**config.mk**
```make
export PLATFORM = sky130hd
export DESIGN_NAME = moddot_engine
export DESIGN_NICKNAME = d
export VERILOG_FILES = /design/src/rtl/moddot_pkg.sv /design/src/rtl/moddot_ctrl.sv /design/src/rtl/moddot_agu.sv /design/src/rtl/moddot_mac.sv /design/src/rtl/moddot_engine.sv
export SDC_FILE = /design/constraint.sdc
export NUM_CORES = 2
export LEC_CHECK = 0
export ABC_AREA = 1
export BUFFER_PORTS_ARGS = -buffer_cell sky130_fd_sc_hd__buf_2
export CORE_ASPECT_RATIO = 1.5
export CORE_UTILIZATION = 55
export CTS_CLUSTER_SIZE = 8
export DETAILED_ROUTE_END_ITERATION = 12
export PLACE_DENSITY = 0.73
export SYNTH_ARGS = -nofsm -noshare
export SYNTH_HDL_FRONTEND = slang
export SYNTH_SLANG_ARGS = --single-unit
export TNS_END_PERCENT = 1
```
**constraint.sdc**
```tcl
create_clock -name clk -period 12.1 [get_ports clk]
set_input_delay 1.21 -clock clk [delete_from_list [all_inputs] [get_ports clk]]
set_output_delay 1.21 -clock clk [all_outputs]
set_load 0.02 [all_outputs]
```
**src/rtl/moddot_pkg.sv**
```systemverilog
package moddot_pkg;

   typedef enum logic [1:0] {
      MD_IDLE   = 2'd0,
      MD_FETCH1 = 2'd1,
      MD_FETCH2 = 2'd2
   } md_state_e;

endpackage

```
**src/rtl/moddot_ctrl.sv**
```systemverilog
module moddot_ctrl
   import moddot_pkg::*;
#(
   parameter int CNT_W = 16
) (
   input  logic             clk,
   input  logic             rst_n,
   input  logic             start,
   input  logic [CNT_W-1:0] len_in,
   output logic             accept,
   output logic             busy,
   output logic             second,
   output logic             cap_en,
   output logic             upd_en,
   output logic [CNT_W-1:0] idx,
   output logic [CNT_W-1:0] len_q,
   output logic             done
);

   localparam logic [CNT_W-1:0] ONE = CNT_W'(1);

   md_state_e        state_q;
   logic             last_elem;

   assign busy      = (state_q != MD_IDLE);
   assign accept    = start && !busy;
   assign second    = (state_q == MD_FETCH2);
   assign cap_en    = (state_q == MD_FETCH1);
   assign upd_en    = second;
   assign last_elem = (idx == (len_q - ONE));

   always_ff @(posedge clk) begin
      if (!rst_n) begin
         state_q <= MD_IDLE;
         idx     <= '0;
         len_q   <= '0;
         done    <= 1'b0;
      end else begin
         done <= 1'b0;
         unique case (state_q)
            MD_IDLE: begin
               if (accept) begin
                  len_q <= len_in;
                  idx   <= '0;
                  if (len_in == '0) begin
                     done <= 1'b1;
                  end else begin
                     state_q <= MD_FETCH1;
                  end
               end
            end
            MD_FETCH1: begin
               state_q <= MD_FETCH2;
            end
            MD_FETCH2: begin
               if (last_elem) begin
                  state_q <= MD_IDLE;
                  done    <= 1'b1;
               end else begin
                  idx     <= idx + ONE;
                  state_q <= MD_FETCH1;
               end
            end
            default: state_q <= MD_IDLE;
         endcase
      end
   end

endmodule

```
**src/rtl/moddot_agu.sv**
```systemverilog
module moddot_agu #(
   parameter int ADDR_W = 16,
   parameter int CNT_W  = 16
) (
   input  logic              clk,
   input  logic              rst_n,
   input  logic              load,
   input  logic [ADDR_W-1:0] base1_in,
   input  logic [ADDR_W-1:0] base2_in,
   input  logic [CNT_W-1:0]  idx,
   input  logic              sel2,
   output logic [ADDR_W-1:0] addr
);

   logic [ADDR_W-1:0] base1_q;
   logic [ADDR_W-1:0] base2_q;
   logic [ADDR_W-1:0] offs;

   always_ff @(posedge clk) begin
      if (!rst_n) begin
         base1_q <= '0;
         base2_q <= '0;
      end else if (load) begin
         base1_q <= base1_in;
         base2_q <= base2_in;
      end
   end

   generate
      if (CNT_W == ADDR_W) begin : g_same_w
         assign offs = idx;
      end else begin : g_ext_w
         assign offs = {{(ADDR_W-CNT_W){1'b0}}, idx};
      end
   endgenerate

   assign addr = (sel2 ? base2_q : base1_q) + offs;

endmodule

```
**src/rtl/moddot_mac.sv**
```systemverilog
module moddot_mac #(
   parameter int DATA_W     = 32,
   parameter bit SIGNED_CMP = 1'b1
) (
   input  logic              clk,
   input  logic              rst_n,
   input  logic              clr,
   input  logic [DATA_W-1:0] k_in,
   input  logic              cap_en,
   input  logic              upd_en,
   input  logic [DATA_W-1:0] rdata,
   output logic [DATA_W-1:0] acc
);

   logic [DATA_W-1:0] opnd_q;
   logic [DATA_W-1:0] k_q;
   logic [DATA_W-1:0] prod;
   logic [DATA_W-1:0] sum;
   logic [DATA_W-1:0] nxt;
   logic              over;

   assign prod = opnd_q * rdata;
   assign sum  = acc + prod;

   generate
      if (SIGNED_CMP) begin : g_scmp
         assign over = ($signed(sum) > $signed(k_q));
      end else begin : g_ucmp
         assign over = (sum > k_q);
      end
   endgenerate

   assign nxt = over ? (sum - k_q) : sum;

   always_ff @(posedge clk) begin
      if (!rst_n) begin
         opnd_q <= '0;
         k_q    <= '0;
         acc    <= '0;
      end else begin
         if (clr) begin
            acc <= '0;
            k_q <= k_in;
         end else if (upd_en) begin
            acc <= nxt;
         end
         if (cap_en) begin
            opnd_q <= rdata;
         end
      end
   end

endmodule

```
**src/rtl/moddot_engine.sv**
```systemverilog
module moddot_engine #(
   parameter int DATA_W     = 32,
   parameter int ADDR_W     = 16,
   parameter int CNT_W      = 16,
   parameter bit SIGNED_CMP = 1'b1
) (
   input  logic              clk,
   input  logic              rst_n,
   input  logic              start,
   input  logic [CNT_W-1:0]  len,
   input  logic [DATA_W-1:0] modulus,
   input  logic [ADDR_W-1:0] base_x,
   input  logic [ADDR_W-1:0] base_y,
   output logic              mem_rd,
   output logic [ADDR_W-1:0] mem_addr,
   input  logic [DATA_W-1:0] mem_rdata,
   output logic              done,
   output logic [DATA_W-1:0] result
);

   generate
      if (DATA_W < 8 || DATA_W > 64) begin : g_bad_data_w
         $error("moddot_engine: DATA_W must lie in 8..64");
      end
      if (CNT_W < 1 || CNT_W > ADDR_W) begin : g_bad_cnt_w
         $error("moddot_engine: CNT_W must lie in 1..ADDR_W");
      end
   endgenerate

   logic             accept;
   logic             st_busy;
   logic             st_second;
   logic             cap_en;
   logic             upd_en;
   logic [CNT_W-1:0] st_idx;
   logic [CNT_W-1:0] st_len;

   moddot_ctrl #(.CNT_W(CNT_W)) u_ctrl (
      .clk    (clk),
      .rst_n  (rst_n),
      .start  (start),
      .len_in (len),
      .accept (accept),
      .busy   (st_busy),
      .second (st_second),
      .cap_en (cap_en),
      .upd_en (upd_en),
      .idx    (st_idx),
      .len_q  (st_len),
      .done   (done)
   );

   moddot_agu #(.ADDR_W(ADDR_W), .CNT_W(CNT_W)) u_agu (
      .clk      (clk),
      .rst_n    (rst_n),
      .load     (accept),
      .base1_in (base_x),
      .base2_in (base_y),
      .idx      (st_idx),
      .sel2     (st_second),
      .addr     (mem_addr)
   );

   moddot_mac #(.DATA_W(DATA_W), .SIGNED_CMP(SIGNED_CMP)) u_mac (
      .clk    (clk),
      .rst_n  (rst_n),
      .clr    (accept),
      .k_in   (modulus),
      .cap_en (cap_en),
      .upd_en (upd_en),
      .rdata  (mem_rdata),
      .acc    (result)
   );

   assign mem_rd = st_busy;

endmodule

```
==> Word level (Yosys, flattened, before mapping) <==
Index checks and enable logic that the tools add are counted.
{ "totals": {"out_inout_bits": 50, "input_bits": 115, "elab_cells": 46, "reg_bits": 163} }
{ "op_classes": {"reduce_logical": 10, "order_cmp": 1, "add_sub_neg": 5, "mul": 1, "bitwise": 1, "eq_ne": 6, "n_mux": 13} }
{ "ops": {"columns": ["cell", "count"], "rows": [
  ["16-bit two-way mux", 3],
  ["32-bit adder", 1],
  ["32-bit greater-than comparator", 1],
  ["32-bit by 32-bit multiplier with 32-bit output", 1],
  ["32-bit two-way mux", 1],
  ["16-bit one-hot mux with 2 select lines", 1],
  ["32-bit subtractor", 1],
  ["16-bit by 1-bit adder with 16-bit output, second input constant", 1],
  ["16-bit adder", 1],
  ["16-bit == test", 1],
  ["16-bit logical NOT", 1],
  ["16-bit by 1-bit subtractor with 16-bit output, second input constant", 1],
  ["2-bit inequality test, second input constant", 3],
  ["2-bit one-hot mux with 3 select lines", 1],
  ["1-bit two-way mux", 4],
  ["2-bit two-way mux", 2],
  ["2-bit AND reduction", 2],
  ["2-bit nonzero test", 2],
  ["3-bit AND reduction", 1],
  ["2-bit by 1-bit == test with 1-bit output, second input constant", 1],
  ["2-bit == test, second input constant", 1],
  ["2-bit logical NOT", 1],
  ["1-bit one-hot mux with 2 select lines", 1],
  ["2-bit OR reduction", 1],
  ["other kinds (3)", 3]
]} }

==> Depth between registers and ports, before layout <==
{ "depth": {"word_depth": 5, "ltp_mapped": 47, "mapped_depth_nobuf": 44} }

==> Modules after synthesis <==
Synthesis repeated with hierarchy kept, for this count alone.
{ "unflattened": {"cells_unflattened": 4031, "area_unflattened_um2": 28429.8} }
{ "modules_own_cells": {"columns": ["mod", "cells_per_inst", "n_inst", "seq_area_each_um2", "area_per_inst_um2"], "rows": [
  ["moddot_mac", 3267, 1, 1921.8, 23546.3],
  ["moddot_ctrl", 411, 1, 700.7, 2697.6],
  ["moddot_agu", 353, 1, 640.6, 2185.8]
]} }

==> Worst setup path before layout <==
OpenSTA, ideal clock, no wires.
{ "synth_path": {"path_type": "input to register", "startpoint": "in mem_rdata[6]", "endpoint": "reg u_mac.acc[19]", "n_path_buf": 4, "setup_ns": 0.109, "t_arrival_ns": 8.910, "t_required_ns": 11.991, "stages": 44, "setup_slack_ns": 3.081, "path_cell_list": "clkbuf_1 > buf_1 > nand2_1 > inv_1 > fa_1 > fa_1 > fa_1 > inv_1 > fa_1 > inv_1 > fa_1 > inv_1 > fa_1 > inv_1 > fa_1 > inv_1 > fa_1 > inv_1 > (+8 left out) > nand3_1 > nand3_1 > nand2_1 > ha_1 > a21oi_1 > nand2_1 > nand2_1 > nand3_1 > nor2_1 > nand2_1 > nand2_1 > nand3_2 > buf_4 > buf_6 > a21oi_1 > o21ai_0 > nand2_1 > inv_1"} }
{ "synth_between": {"elab_chain_len": 4, "elab_cells_between_ends": 5, "cone_classes": "add/sub: 2; mul: 1; order compare: 1; mux: 1"} }
{ "synth_rtl": {"columns": ["item", "line", "rtl"], "rows": [
  ["start: declaration", "moddot_engine.sv:16", "input logic [DATA_W-1:0] mem_rdata,"],
  ["32-bit by 32-bit multiplier with 32-bit output *", "moddot_mac.sv:22", "assign prod = opnd_q * rdata;"],
  ["32-bit adder *", "moddot_mac.sv:23", "assign sum = acc + prod;"],
  ["32-bit subtractor or 32-bit greater-than comparator (tied branches)", "moddot_mac.sv:33, moddot_mac.sv:27", null],
  ["32-bit two-way mux *", "moddot_mac.sv:33", "assign nxt = over ? (sum - k_q) : sum;"],
  ["end signal: assignment", "moddot_mac.sv:45", "acc <= nxt;"],
  ["end: declaration", "moddot_mac.sv:12", "output logic [DATA_W-1:0] acc"]
]} }
Mark *: on every way between the ends. The rest lies on a longest branch, timed or not.
A chain may end at the register's enable or synchronous reset.

==> Worst setup path after layout <==
{ "layout_path": {"startpoint": "in mem_rdata[0]", "endpoint": "reg u_mac.acc[1]"} }
Same word-level chain as after synthesis.

==> flow_summary.ini <==
[placed_design]
routabilityCongestion = 0.932
io_buffers = 164
placement.setup.worst_slack_ps = 1860
place.detailed.hpwl_um = 59600

[clocking]
tritoncts.num_buffers = 17
post-cts-setup-buffer-count = 0
cts_num_sinks = 163
cts_max_path_buffers = 2
root_buffer = sky130_fd_sc_hd__clkbuf_16
number_of_hold_repair_buffers_added_at_the_cts_stage = 0
clk_transition_reported_paths_ps = 70
cts_tree = built
ctsHtreeMaxLevel = 4
postCtsResizedCells = 0
worstSkewPairLatency_ps = 460

[sta]
setup_viol_count_final = 0
finalMaxSlewViolations = 0
fmaxAchievable_ghz = 0.102
min_period_ps = 9800
report.final.hold_viol_count = 0
clock-skew-final_ps = 12.2
setup_tns_ps = 0
worst-slew-pin-transition_ps = 1180
max_slew_margin_pct = 21.1
worst_slack_ps = 2300
rsz0062_at_grt = no
fin_crit_sh_pct = 81.0

[detailed_routing]
drc = 0
antenna_left = 0
vias = 23500
avgViaCountPerCell = 5.18
drt_first_pass_iters = 5
routed_wire_per_std_cell_um = 16.0
drt-total-wl_um = 72900
drtIter0Drc = 1404

[global_route]
grt_antenna_before_repair = 5
first_pass_grt_wire_length_um = 120000
via_count_of_the_first_global_routing_pass = 24000
grt.overflow.total = 0
grt_util_all_layers_pct = 30.3
maximum_number_of_pins_on_one_net_before_global_route_repair = 81

[logic_synthesis]
syn_nets = 4571
synth_cells = 3843
syn_area_um2 = 27400
number_of_synthesized_flops_with_an_enable_pin = 0
syn_area_per_cell_um2 = 7.14
synth-seq-area-share_pct = 11.9
synthDistinctLibCells = 47
ys_async_sr_fraction_pct = 0
postSynthRegisterBits = 163
synth-warning-count = 0
postSynth.topFlopCell = sky130_fd_sc_hd__dfxtp_1

[worst_setup_path]
critPathRequiredTime_ps = 12480
worst_ep_arrival_time_ps = 10180
critical_path.endpoint_type = flop
worst_path_cell_with_the_longest_stage_delay = sky130_fd_sc_hd__buf_2
timing.critical_path.fanout_max = 41
criticalPathCategory = in -> reg
timing.critical_path.slowest_cell_delay_ps = 580
crit_path_start_kind = primary input

[floorplanning]
initial_core_util_pct = 56.1
die_area_um2 = 50800
die_w_um = 184
placementRows = 99
core_um2 = 48900
die-height_um = 276
io_pins = 165

[finish]
flow.area_growth_from_synthesis_pct = 6.32
design.final.nets = 4601
final.fill_count = 4672
final_cell_mix = sky130_fd_sc_hd__inv_1 (981), sky130_fd_sc_hd__nand2_1 (946), sky130_fd_sc_hd__fa_1 (440)
share_of_post_route_cells_with_drive_strength_above_1_pct = 6.79
mostFrequentLayoutCell = sky130_fd_sc_hd__inv_1

[job]
max-cap-violations = 0

[outcome]
run_status = completed

[min_path]
worstHoldPathType = reg -> reg
cell type report:
type,count,area (um^2),share of cell area (%)
inverter,986,3700,12.7
clock inverter,15,175,0.600
timing repair buffer,184,983,3.37
tap,656,821,2.81
antenna,1,2.50,0.00858
clock buffer,17,425,1.46
multi-input combinational,2521,19800,67.9
sequential,163,3260,11.2
cells in the mapped netlist (3+ instances only):
| cell type | number | area (um^2) |
|---|---|---|
| sky130_fd_sc_hd__inv_1 | 982 | 3690 |
| sky130_fd_sc_hd__nand2_2 | 13 | 81.3 |
| sky130_fd_sc_hd__nor2_1 | 259 | 972 |
| sky130_fd_sc_hd__a31oi_1 | 3 | 18.8 |
| sky130_fd_sc_hd__nand3b_1 | 12 | 90.1 |
| sky130_fd_sc_hd__fa_1 | 440 | 8810 |
| sky130_fd_sc_hd__o21ai_0 | 172 | 861 |
| sky130_fd_sc_hd__ha_1 | 173 | 2160 |
| sky130_fd_sc_hd__clkbuf_1 | 150 | 563 |
| sky130_fd_sc_hd__o211ai_1 | 4 | 30.0 |
| sky130_fd_sc_hd__nand4_1 | 16 | 100 |
| sky130_fd_sc_hd__a21o_1 | 12 | 90.1 |
| sky130_fd_sc_hd__nand3_1 | 98 | 490 |
| sky130_fd_sc_hd__a211oi_1 | 3 | 22.5 |
| sky130_fd_sc_hd__nand3_2 | 11 | 110 |
| sky130_fd_sc_hd__a21oi_2 | 11 | 96.3 |
| sky130_fd_sc_hd__nor3_1 | 19 | 95.1 |
| sky130_fd_sc_hd__a21oi_1 | 164 | 821 |
| sky130_fd_sc_hd__o21a_1 | 5 | 37.5 |
| sky130_fd_sc_hd__xnor2_1 | 32 | 280 |
| sky130_fd_sc_hd__buf_1 | 17 | 63.8 |
| sky130_fd_sc_hd__nand2_1 | 946 | 3550 |
| sky130_fd_sc_hd__o21bai_1 | 14 | 105 |
| sky130_fd_sc_hd__nor4_1 | 9 | 56.3 |
| sky130_fd_sc_hd__xor2_1 | 85 | 744 |
| sky130_fd_sc_hd__dfxtp_1 | 163 | 3260 |
cell families (layout without fill, tap and decap cells):
family / after synthesis / after routing / synth area share, %
flip-flops: 163 / 163 / 11.9
adder cells (fa/ha/maj): 613 / 613 / 40.0
multiplexers: 1 / 1 / 0.0365
buffers and inverters: 1159 / 1202 / 16.0
AO/OA/AOI/OAI: 397 / 397 / 7.84
other: 0 / 1 / 0
XOR/XNOR: 117 / 117 / 3.73
AND/OR/NAND/NOR: 1393 / 1393 / 20.5
critical path, delay by kind of cell:
family / cells / cell delay, ps
compound gates: 5 / 840
simple gates: 16 / 2000
fa+ha+maj: 10 / 4790
buf+inv: 8 / 1260
state kept, by name (all words and copies together) (netlist names):
register / cells
u_agu.base1_q: 16
u_agu.base2_q: 16
u_ctrl.done: 1
u_ctrl.idx: 16
u_ctrl.len_q: 16
u_ctrl.state_q: 2
u_mac.acc: 32
u_mac.k_q: 32
u_mac.opnd_q: 32
worst paths after layout:
check	start	cells past startpoint	slack, ps	endpoint
hold reg to reg	u_mac.k_q[6]	2	460	u_mac.k_q[6]
hold / removal	u_mac.k_q[6]	2	460	u_mac.k_q[6]
setup / recovery	mem_rdata[0]	39	2300	u_mac.acc[1]
setup reg to reg	u_mac.opnd_q[11]	40	2590	u_mac.acc[1]
routing by layer:
metal	part of all wire, %	wire length (um)	GRT usage (%)
met1	39	28400	36.0
met2	51	36900	54.0
met3	5.6	4110	3.75
met4	4.7	3410	14.5
met5	0.080	58	0
metrics by stage:
stage	instances	util [%]	hold WS [ps]	area (um^2)
6_report	4543	59.6	463	29200
5_1_grt	4542	59.6	480	29200
4_1_cts	4542	59.6	469	29200
3_5_place_dp	4510	58.4	459	28600
3_3_place_gp	4510	58.4	454	28600
2_1_floorplan	3843	-	435	27400
Power is not shown: default switching activity piles up to over one toggle a cycle in this logic, so the estimate is an artifact.
